==> src/rtl/msgu_pkg.sv <==
package msgu_pkg;
    localparam int ADDR_W    = 32;
    localparam int DATA_W    = 32;
    localparam int BEATS_W   = 4;
    localparam int WIN_BITS  = 12;
    localparam int BASE_W    = ADDR_W - WIN_BITS;
    localparam int MSG_N_DEF = 2;
    localparam int DB_W_DEF  = 32;

    localparam logic [WIN_BITS-1:0] OFF_IN_DB_SET  = 12'h080;
    localparam logic [WIN_BITS-1:0] OFF_IN_DB_CLR  = 12'h084;
    localparam logic [WIN_BITS-1:0] OFF_OUT_DB_SET = 12'h088;
    localparam logic [WIN_BITS-1:0] OFF_OUT_DB_CLR = 12'h08C;
    localparam logic [WIN_BITS-1:0] OFF_IN_ST      = 12'h090;
    localparam logic [WIN_BITS-1:0] OFF_IN_MSK     = 12'h094;
    localparam logic [WIN_BITS-1:0] OFF_OUT_ST     = 12'h098;
    localparam logic [WIN_BITS-1:0] OFF_OUT_MSK    = 12'h09C;
    localparam logic [WIN_BITS-1:0] OFF_BASE       = 12'h0A0;

    typedef enum logic [3:0] {
        SEL_NONE, SEL_IN_MSG, SEL_OUT_MSG,
        SEL_IN_DB_SET, SEL_IN_DB_CLR, SEL_OUT_DB_SET, SEL_OUT_DB_CLR,
        SEL_IN_ST, SEL_IN_MSK, SEL_OUT_ST, SEL_OUT_MSK, SEL_BASE
    } sel_e;

    typedef struct packed {
        logic       claim;
        logic       burst;
        sel_e       sel;
        logic [3:0] idx;
    } dec_t;

    typedef struct packed {
        logic              valid;
        logic              err;
        logic [DATA_W-1:0] rdata;
    } rsp_t;

    function automatic logic hits_window(input logic [ADDR_W-1:0] addr,
                                         input logic [BASE_W-1:0] base_hi);
        return addr[ADDR_W-1:WIN_BITS] == base_hi;
    endfunction
endpackage

==> src/rtl/msgu_decode.sv <==
module msgu_decode
    import msgu_pkg::*;
#(
    parameter int MSG_N = MSG_N_DEF
) (
    input  logic               req_valid,
    input  logic [ADDR_W-1:0]  req_addr,
    input  logic [BEATS_W-1:0] req_beats,
    input  logic [BASE_W-1:0]  base_hi,
    output dec_t               dec
);
    logic [WIN_BITS-1:0] off;
    logic                idx_ok;

    assign off    = req_addr[WIN_BITS-1:0];
    assign idx_ok = (int'(off[5:2]) < MSG_N) && (off[1:0] == 2'b00);

    always_comb begin
        dec       = '0;
        dec.claim = req_valid && hits_window(req_addr, base_hi);
        dec.burst = dec.claim && (req_beats != BEATS_W'(1));
        dec.idx   = off[5:2];
        if (off[WIN_BITS-1:6] == '0 && idx_ok)
            dec.sel = SEL_IN_MSG;
        else if (off[WIN_BITS-1:6] == 6'd1 && idx_ok)
            dec.sel = SEL_OUT_MSG;
        else begin
            case (off)
                OFF_IN_DB_SET:  dec.sel = SEL_IN_DB_SET;
                OFF_IN_DB_CLR:  dec.sel = SEL_IN_DB_CLR;
                OFF_OUT_DB_SET: dec.sel = SEL_OUT_DB_SET;
                OFF_OUT_DB_CLR: dec.sel = SEL_OUT_DB_CLR;
                OFF_IN_ST:      dec.sel = SEL_IN_ST;
                OFF_IN_MSK:     dec.sel = SEL_IN_MSK;
                OFF_OUT_ST:     dec.sel = SEL_OUT_ST;
                OFF_OUT_MSK:    dec.sel = SEL_OUT_MSK;
                OFF_BASE:       dec.sel = SEL_BASE;
                default:        dec.sel = SEL_NONE;
            endcase
        end
    end
endmodule

==> src/rtl/msgu_doorbell.sv <==
module msgu_doorbell #(
    parameter int DB_W = 32
) (
    input  logic            clk,
    input  logic            rst,
    input  logic            set_we,
    input  logic            clr_we,
    input  logic [DB_W-1:0] wdata,
    output logic [DB_W-1:0] db_q,
    output logic            pend
);
    always_ff @(posedge clk) begin
        if (rst)
            db_q <= '0;
        else if (set_we)
            db_q <= db_q | wdata;
        else if (clr_we)
            db_q <= db_q & ~wdata;
    end

    assign pend = |db_q;


    db_set_chk: assert property (@(posedge clk) disable iff (rst)
        set_we |=> ((db_q & $past(wdata)) == $past(wdata)));


    db_clr_chk: assert property (@(posedge clk) disable iff (rst)
        (clr_we && !set_we) |=> ((db_q & $past(wdata)) == '0));
endmodule

==> src/rtl/msgu_irq_bank.sv <==
module msgu_irq_bank #(
    parameter int MSG_N = 2,
    localparam int ST_W = MSG_N + 1
) (
    input  logic             clk,
    input  logic             rst,
    input  logic [MSG_N-1:0] msg_set,
    input  logic             st_we,
    input  logic             msk_we,
    input  logic [ST_W-1:0]  wdata,
    input  logic             db_pend,
    output logic [ST_W-1:0]  status,
    output logic [ST_W-1:0]  mask,
    output logic             irq
);
    logic [MSG_N-1:0] st_msg_q;
    logic [MSG_N-1:0] clr_bits;

    assign clr_bits = st_we ? wdata[MSG_N-1:0] : '0;

    always_ff @(posedge clk) begin
        if (rst) begin
            st_msg_q <= '0;
            mask     <= '0;
        end else begin
            st_msg_q <= (st_msg_q & ~clr_bits) | msg_set;
            if (msk_we)
                mask <= wdata;
        end
    end

    assign status = {db_pend, st_msg_q};
    assign irq    = |(status & ~mask);


    msg_status_set_chk: assert property (@(posedge clk) disable iff (rst)
        (|msg_set) |=> ((st_msg_q & $past(msg_set)) == $past(msg_set)));


    mask_keeps_status_chk: assert property (@(posedge clk) disable iff (rst)
        (msk_we && !st_we && msg_set == '0) |=> $stable(st_msg_q));


    w1c_chk: assert property (@(posedge clk) disable iff (rst)
        (st_we && msg_set == '0) |=> ((st_msg_q & $past(wdata[MSG_N-1:0])) == '0));
endmodule

==> src/rtl/msg_unit.sv <==
module msg_unit
    import msgu_pkg::*;
#(
    parameter int               MSG_N    = MSG_N_DEF,
    parameter int               DB_W     = DB_W_DEF,
    parameter logic [ADDR_W-1:0] BASE_RST = 32'h1000_0000
) (
    input  logic               clk,
    input  logic               rst,
    input  logic               req_valid,
    input  logic               req_write,
    input  logic [ADDR_W-1:0]  req_addr,
    input  logic [DATA_W-1:0]  req_wdata,
    input  logic [BEATS_W-1:0] req_beats,
    output logic               rsp_valid,
    output logic               rsp_err,
    output logic [DATA_W-1:0]  rsp_rdata,
    output logic               irq_in,
    output logic               irq_out
);
    localparam int ST_W = MSG_N + 1;

    dec_t              dec;
    logic [BASE_W-1:0] base_hi;
    logic              wr_ok;
    logic [DATA_W-1:0] in_msg  [MSG_N];
    logic [DATA_W-1:0] out_msg [MSG_N];
    logic [MSG_N-1:0]  in_set, out_set;
    logic [DB_W-1:0]   in_db, out_db;
    logic              in_pend, out_pend;
    logic [ST_W-1:0]   in_st, in_msk, out_st, out_msk;
    logic [DATA_W-1:0] rd_mux;
    rsp_t              rsp_q;

    msgu_decode #(.MSG_N(MSG_N)) u_dec (
        .req_valid(req_valid), .req_addr(req_addr), .req_beats(req_beats),
        .base_hi(base_hi), .dec(dec)
    );

    assign wr_ok = dec.claim && !dec.burst && req_write;

    for (genvar i = 0; i < MSG_N; i++) begin : g_msg
        assign in_set[i]  = wr_ok && dec.sel == SEL_IN_MSG  && int'(dec.idx) == i;
        assign out_set[i] = wr_ok && dec.sel == SEL_OUT_MSG && int'(dec.idx) == i;
        always_ff @(posedge clk) begin
            if (rst) begin
                in_msg[i]  <= '0;
                out_msg[i] <= '0;
            end else begin
                if (in_set[i])  in_msg[i]  <= req_wdata;
                if (out_set[i]) out_msg[i] <= req_wdata;
            end
        end
    end

    always_ff @(posedge clk) begin
        if (rst)
            base_hi <= BASE_RST[ADDR_W-1:WIN_BITS];
        else if (wr_ok && dec.sel == SEL_BASE)
            base_hi <= req_wdata[ADDR_W-1:WIN_BITS];
    end

    msgu_doorbell #(.DB_W(DB_W)) u_in_db (
        .clk(clk), .rst(rst),
        .set_we(wr_ok && dec.sel == SEL_IN_DB_SET),
        .clr_we(wr_ok && dec.sel == SEL_IN_DB_CLR),
        .wdata(req_wdata[DB_W-1:0]), .db_q(in_db), .pend(in_pend)
    );

    msgu_doorbell #(.DB_W(DB_W)) u_out_db (
        .clk(clk), .rst(rst),
        .set_we(wr_ok && dec.sel == SEL_OUT_DB_SET),
        .clr_we(wr_ok && dec.sel == SEL_OUT_DB_CLR),
        .wdata(req_wdata[DB_W-1:0]), .db_q(out_db), .pend(out_pend)
    );

    msgu_irq_bank #(.MSG_N(MSG_N)) u_in_irq (
        .clk(clk), .rst(rst), .msg_set(in_set),
        .st_we(wr_ok && dec.sel == SEL_IN_ST),
        .msk_we(wr_ok && dec.sel == SEL_IN_MSK),
        .wdata(req_wdata[ST_W-1:0]), .db_pend(in_pend),
        .status(in_st), .mask(in_msk), .irq(irq_in)
    );

    msgu_irq_bank #(.MSG_N(MSG_N)) u_out_irq (
        .clk(clk), .rst(rst), .msg_set(out_set),
        .st_we(wr_ok && dec.sel == SEL_OUT_ST),
        .msk_we(wr_ok && dec.sel == SEL_OUT_MSK),
        .wdata(req_wdata[ST_W-1:0]), .db_pend(out_pend),
        .status(out_st), .mask(out_msk), .irq(irq_out)
    );

    always_comb begin
        rd_mux = '0;
        case (dec.sel)
            SEL_IN_MSG:                     rd_mux = in_msg[dec.idx[$clog2(MSG_N+1)-1:0] < MSG_N ? int'(dec.idx) : 0];
            SEL_OUT_MSG:                    rd_mux = out_msg[dec.idx[$clog2(MSG_N+1)-1:0] < MSG_N ? int'(dec.idx) : 0];
            SEL_IN_DB_SET, SEL_IN_DB_CLR:   rd_mux[DB_W-1:0] = in_db;
            SEL_OUT_DB_SET, SEL_OUT_DB_CLR: rd_mux[DB_W-1:0] = out_db;
            SEL_IN_ST:                      rd_mux[ST_W-1:0] = in_st;
            SEL_IN_MSK:                     rd_mux[ST_W-1:0] = in_msk;
            SEL_OUT_ST:                     rd_mux[ST_W-1:0] = out_st;
            SEL_OUT_MSK:                    rd_mux[ST_W-1:0] = out_msk;
            SEL_BASE:                       rd_mux[ADDR_W-1:WIN_BITS] = base_hi;
            default:                        rd_mux = '0;
        endcase
    end

    always_ff @(posedge clk) begin
        if (rst) begin
            rsp_q <= '0;
        end else begin
            rsp_q.valid <= dec.claim;
            rsp_q.err   <= dec.burst;
            rsp_q.rdata <= (dec.claim && !dec.burst && !req_write) ? rd_mux : '0;
        end
    end

    assign rsp_valid = rsp_q.valid;
    assign rsp_err   = rsp_q.err;
    assign rsp_rdata = rsp_q.rdata;


    unclaimed_silent_chk: assert property (@(posedge clk) disable iff (rst)
        (req_valid && !hits_window(req_addr, base_hi)) |=> !rsp_valid);


    burst_no_effect_chk: assert property (@(posedge clk) disable iff (rst)
        rsp_err |-> ($stable(in_st) && $stable(out_st) && $stable(in_db)
                     && $stable(out_db) && $stable(base_hi)));


    burst_zero_data_chk: assert property (@(posedge clk) disable iff (rst)
        rsp_err |-> (rsp_valid && rsp_rdata == '0));
endmodule

==> config.mk <==
export PLATFORM = sky130hd
export DESIGN_NAME = msg_unit
export DESIGN_NICKNAME = d
export VERILOG_FILES = /design/src/rtl/msgu_pkg.sv /design/src/rtl/msgu_decode.sv /design/src/rtl/msgu_doorbell.sv /design/src/rtl/msgu_irq_bank.sv /design/src/rtl/msg_unit.sv
export SDC_FILE = /design/constraint.sdc
export NUM_CORES = 1
export LEC_CHECK = 0
export ABC_CLOCK_PERIOD_IN_PS = 3400
export BUFFER_PORTS_ARGS = -buffer_cell sky130_fd_sc_hd__buf_4
export CORE_MARGIN = 4
export CORE_UTILIZATION = 35
export CTS_CLUSTER_SIZE = 24
export DETAILED_ROUTE_END_ITERATION = 12
export PLACE_DENSITY = 0.53
export SLEW_MARGIN = 25
export SYNTH_ARGS = -nofsm -noshare
export SYNTH_HDL_FRONTEND = slang
export SYNTH_SLANG_ARGS = --single-unit
==> constraint.sdc <==
create_clock -name clk -period 3.4 [get_ports clk]
set_input_delay 0.34 -clock clk [delete_from_list [all_inputs] [get_ports clk]]
set_output_delay 0.34 -clock clk [all_outputs]
set_load 0.005 [all_outputs]
==> results_dict.tcl, run 1 <==
set metrics [dict create \
    async_reset_ff_share_pct 0 \
    maxSlewViolCount 0 \
    synth-edff-count 128 \
    crit_family "simple AND/OR/NAND/NOR gates" \
    hold_class "in2reg" \
    track_usage_pct 20.15 \
    cts-root-buf "clkbuf_16" \
    place_hpwl_um 26220 \
    power.density_nw_per_um2 474.3 \
    post_cts.repair.setup_buffers 0 \
    critPathLaunchType "flip-flop" \
    antenna_found_initial 0 \
    final_area_um2 14330 \
    yosys.area.top_type "edfxtp_1" \
    syn_inst 1131 \
    tightest_slew_ns 0.9989 \
    dpl-instance-area_um2 13310 \
    core.rowCount 67 \
    grt_pass1_vias 9138 \
    dieArea_um2 37020 \
    period_share_pct 85.37 \
    status "finished clean" \
    reg2regPathDepth 7 \
    overflow 0 \
    crit_type "reg2reg" \
    ys_ff_latch 256 \
    antennaDiodeCount 0 \
    synth_top_area_share_pct 32.30 \
    setup_viol 0 \
    worstPathBufferInverterCount 2 \
    yosysUniqueCellTypes 58 \
    syn_to_final_growth_pct 20.43 \
    wirelength_um 38460 \
    core_um2 33530 \
    drive_gt1_share_pct 21.42 \
    hold_start "req_wdata[11]" \
    ant_nets 0 \
    slowest_stage "a2111oi_0" \
    drtIter0Drc 938 \
    setup_ws_ns 0.4975 \
    synth_flop_cell "edfxtp_1" \
    cts_sinks 256 \
    rsz0062_at_grt "false" \
    finalNonFillerCells 1690 \
    syn_nets 1203 \
    nNetsFinal 1293 \
    max-slew-margin-rel_pct 33.27 \
    crit_cells 7 \
    die_y_um 192.4 \
    synth_area_leaders "edfxtp_1, dfxtp_1, mux2i_1" \
    cp.required_ns 3.63 \
    yosysWarnings 0 \
    setup.worst_path.end_class "flip-flop" \
    wl_per_cell_um 22.76 \
    fin_skew_ns 0.009529 \
    dp_cells 1632 \
    reg2reg_to "in_msg[1][22]" \
    vdd.ir_drop.worst_uv 413.1 \
    cts_tree "built" \
    cpPeakStageDelay_ns 0.56 \
    synth.yosys.seq_area_share_pct 53.83 \
    grt_max_degree 65 \
    arrival_ns 3.13 \
    timing.rr.start "base_hi[16]" \
    avgViaCountPerCell 5.704 \
    via_count 9639 \
    dr.pass1.iters 5 \
    pre_cts_ws_ns 0.5301 \
    initial_core_util_pct 35.49 \
    clk_pin_slew_ns 0.06 \
    p_leak_nw 5.075 \
    clk-insertion-delay-late_ns 0.54 \
    grt_pass1_wl_um 57880 \
    port_buffers 107 \
    timing.setup.tns_ns 0 \
    cts_htree_levels 1 \
    min_path_cells 2 \
    drc_errors 0 \
    path_max_fanout 25 \
    syn-cell-area_um2 11900 \
    avgSynthCellArea_um2 10.52 \
    clockBufferDepth 3 \
    hold_viol 0 \
    critical_path.cell_chain "nor2b_1, a2111oi_0, nand3_1, nor4b_1, buf_4, a41o_1, buf_12" \
    place_congestion 0.8517 \
    period_minus_slack_ns 2.903 \
    clock.fmax_mhz 344.5 \
    reg2reg_slack_ns 0.50 \
    ios 108 \
    cts_made_buffers 28 \
    maxCapViolations 0 \
    die_w_um 192.4 \
]
## worst reg2reg max path: cells and delay by family (launching register included)
kind	cells	cell delay, ns
buffers and inverters	2	0.45
AND/OR/NAND/NOR	3	0.96
AO/OA/AOI/OAI	2	0.81
flip-flops	1	0.36
## kinds of logic after synthesis
family | count (synthesis) | synth area share, %
AND/OR/NAND/NOR | 411 | 19.91
multiplexers | 74 | 6.434
buffers and inverters | 143 | 5.015
AO/OA/AOI/OAI | 237 | 14.08
XOR/XNOR | 10 | 0.7360
flip-flops | 256 | 53.83
## stage by stage
| stage | utilization (%) | power [mW] | hold WS (ns) |
|---|---|---|---|
| 2_1_floorplan | - | 3.532 | 0.4370 |
| 3_3_place_gp | 39.69 | 3.730 | 0.4607 |
| 3_5_place_dp | 39.69 | 3.732 | 0.4638 |
| 4_1_cts | 42.74 | 6.851 | 0.0004045 |
| 5_1_grt | 42.74 | 7.001 | 0.008141 |
| 6_report | 42.74 | 6.798 | 0.02153 |
## cells in the mapped netlist (all sizes together), types with 3 or more instances
cell / n
a31o: 3
a31oi: 33
nand4: 8
inv: 45
nor3: 138
dfxtp: 128
o32ai: 32
and2: 3
a221oi: 14
or4: 3
o22ai: 15
nand2: 88
nor2b: 12
nand2b: 12
a21boi: 4
mux2i: 72
and3: 9
nand3: 11
o21a: 3
a22oi: 14
xnor2: 8
o21ai: 22
a21oi: 36
buf: 25
edfxtp: 128
nor4: 56
clkbuf: 72
o22a: 7
a211oi: 35
o221ai: 3
nor2: 57
o2111ai: 5
## layer usage
metal	share of wire, %	vias up	routed length (µm)	global-route usage [%]
met5	0	-	0	0
met4	1.8	0	700	4.059
met3	7.4	41	2833	3.111
met2	44	353	16830	30.41
met1	47	4756	18100	30.68
li1	-	4489	-	-
## where the power goes
part           switching (mW)  internal, mW
sequential             0.0126          3.28
clock                    1.21          1.91
combinational           0.249         0.131
total                    1.47          5.33
## worst max-delay path by stage
stage / slack (ns) / to / startpoint
after floorplan: 0.59 / out_msg[1][0] / base_hi[14]
after detailed placement: 0.53 / in_msg[0][27] / req_addr[31]
after CTS: 0.57 / in_msg[1][15] / base_hi[16]
after global placement: 0.51 / in_msg[1][10] / req_addr[27]
final: 0.50 / in_msg[1][22] / base_hi[16]
after global routing: 0.27 / in_msg[0][22] / base_hi[16]
## cell type report
type                    count  area, µm²
inverters                  46      172.7
clock inverters             9      115.1
well taps                 448      560.5
fillers                  3228      19200
flip-flops and latches    256       6406
repair buffers            157       1321
multi-input cells         732       4920
clock buffers              42      837.1
## placed cells by master, fill, tap and decap left out, drive strengths merged, types with 3 or more instances in the layout
cell type,instances
a221oi,14
nand3,11
edfxtp,128
nor3,138
nand4,8
nor2,57
nand2b,12
clkinv,7
a31o,3
o21ai,22
nor2b,12
o22a,7
o22ai,15
and2,3
o221ai,3
dlygate4sd3,7
buf,150
mux2i,72
a22oi,14
bufinv,3
a211oi,35
o2111ai,5
nor4,56
xnor2,8
and3,9
o32ai,32
a31oi,33
clkbuf,42
a21oi,36
a21boi,4
o21a,3
inv,45
nand2,88
dfxtp,128
or4,3
## timing repair
| action | in CTS | in global routing |
|---|---|---|
| endpoints found under the hold margin | 7 | 0 |
| hold buffers | 7 | 0 |
| resized for setup | 0 | 0 |
Note: power is estimated with default switching activity, not from simulation.
==> inputs of run 2 (changes only) <==
CORE_UTILIZATION = 50   (was 35)
PLACE_DENSITY = 0.7   (was 0.53)
==> results_dict.tcl, run 2 (synthesis results as in run 1) <==
set metrics [dict create \
    status "finished clean" \
    critPathLaunchType "flip-flop" \
    dr.pass1.iters 8 \
    port_buffers 107 \
    grt_pass1_vias 9345 \
    timing.setup.tns_ns 0 \
    wirelength_um 36000 \
    cts_sinks 256 \
    place_congestion 0.8823 \
    p_leak_nw 5.028 \
    cts_tree "built" \
    overflow 0 \
    cp.required_ns 3.61 \
    drtIter0Drc 1287 \
    via_count 9978 \
    path_max_fanout 22 \
    cts_htree_levels 1 \
    arrival_ns 3.05 \
    maxSlewViolCount 0 \
    min_path_cells 2 \
    avgViaCountPerCell 6.404 \
    ios 108 \
    hold_start "req_wdata[18]" \
    final_common_cell "buf_4" \
    clk-insertion-delay-late_ns 0.54 \
    tightest_slew_ns 0.9227 \
    ant_nets 0 \
    fin_skew_ns 0.01323 \
    antennaDiodeCount 0 \
    drive_gt1_share_pct 21.47 \
    post_cts_resized 0 \
    power.density_nw_per_um2 469.9 \
    place_hpwl_um 24040 \
    reg2reg_to "in_msg[1][18]" \
    rsz0062_at_grt "false" \
    dieArea_um2 26330 \
    setup.worst_path.end_class "flip-flop" \
    nNetsFinal 1290 \
    hold_class "in2reg" \
    syn_to_final_growth_pct 18.19 \
    core_um2 23470 \
    post_cts.repair.setup_buffers 0 \
    initial_core_util_pct 50.70 \
    layout_common_cells "buf_4, dfxtp_1, edfxtp_1, nand2_1, nor3_1" \
    die_y_um 162.3 \
    cts_made_buffers 27 \
    hold_slack_ns 0.01553 \
    maxCapViolations 0 \
    reg2regPathDepth 7 \
    wl_per_cell_um 23.10 \
    reg2reg_slack_ns 0.56 \
    timing.rr.start "base_hi[16]" \
    track_usage_pct 26.78 \
    clock.fmax_mhz 352.0 \
    period_minus_slack_ns 2.841 \
    clockBufferDepth 3 \
    core.rowCount 56 \
    grt_pass1_wl_um 55710 \
    vdd.ir_drop.worst_uv 323.2 \
    grt_max_degree 66 \
    clk_pin_slew_ns 0.06 \
    cts-root-buf "clkbuf_16" \
    antenna_found_initial 0 \
    setup_viol 0 \
    period_share_pct 83.56 \
    crit_type "reg2reg" \
    max-slew-margin-rel_pct 38.36 \
    hold_viol 0 \
    die_w_um 162.3 \
    drc_errors 0 \
]
[run 2: changes by cell type in the layout (fill, tap and decap cells not counted), moves of 2 or more]
cell / delta
clkbuf_2: +2
dlygate4sd3_1: +2
buf_12: -3
bufinv_16: -3
clkinv_1: -4
[run 2: worst max-delay path by stage]
stage | from | endpoint | slack [ns] | cells past startpoint
6_report | base_hi[16] | in_msg[1][18] | 0.56 | 7
5_1_grt | base_hi[16] | in_msg[1][29] | 0.25 | 7
4_1_cts | base_hi[14] | out_msg[1][13] | 0.60 | 6
3_5_place_dp | req_addr[11] | in_msg[1][29] | 0.55 | 6
3_3_place_gp | req_addr[27] | in_msg[1][4] | 0.58 | 8
2_1_floorplan | base_hi[14] | out_msg[1][0] | 0.59 | 5
[run 2: power breakdown]
| group | internal (mW) | switching (mW) | total [mW] |
|---|---|---|---|
| Clock | 1.73 | 1.21 | 2.94 |
| Combinational | 0.131 | 0.245 | 0.375 |
| Sequential | 3.28 | 0.0135 | 3.29 |
[run 2: routing by layer]
layer | up-vias | global-route usage (%) | wire, µm
li1 | 4466 | - | -
met1 | 4854 | 39.45 | 15150
met2 | 584 | 40.89 | 16030
met3 | 74 | 5.405 | 4002
met4 | 0 | 6.459 | 818
met5 | - | 0 | 0
[run 2: cell type report]
type	instances	area, µm²
Clock inverter	5	30.03
Tap cell	319	399.1
Fill cell	1932	9407
Multi-Input combinational cell	732	4920
Sequential cell	256	6406
Inverter	46	172.7
Timing Repair Buffer	155	1274
Clock buffer	45	864.6
[run 2: timing repair]
action	in CTS	in global routing
hold buffers	9	0
endpoints found under the hold margin	9	0
setup endpoints to repair	0	0
[run 2: worst max-delay path, stage by stage (launching register included)]
cell	delay, ns
dfxtp_1	0.34
nor2b_1	0.15
a2111oi_0	0.48
nand3_1	0.23
nor4b_1	0.54
buf_4	0.23
a41o_1	0.19
buf_4	0.33
[run 2: through the flow]
step           setup slack (ns)  total power, mW  area, µm²  std cells  util (%)
2_1_floorplan            0.5880            3.532      11900       1131         -
3_3_place_gp             0.5758            3.716      13080       1499     55.73
3_5_place_dp             0.5495            3.721      13080       1499     55.73
4_1_cts                  0.6012            6.625      14070       1558     59.93
5_1_grt                  0.2545            6.802      14070       1558     59.93
6_report                 0.5591            6.609      14070       1558     59.93
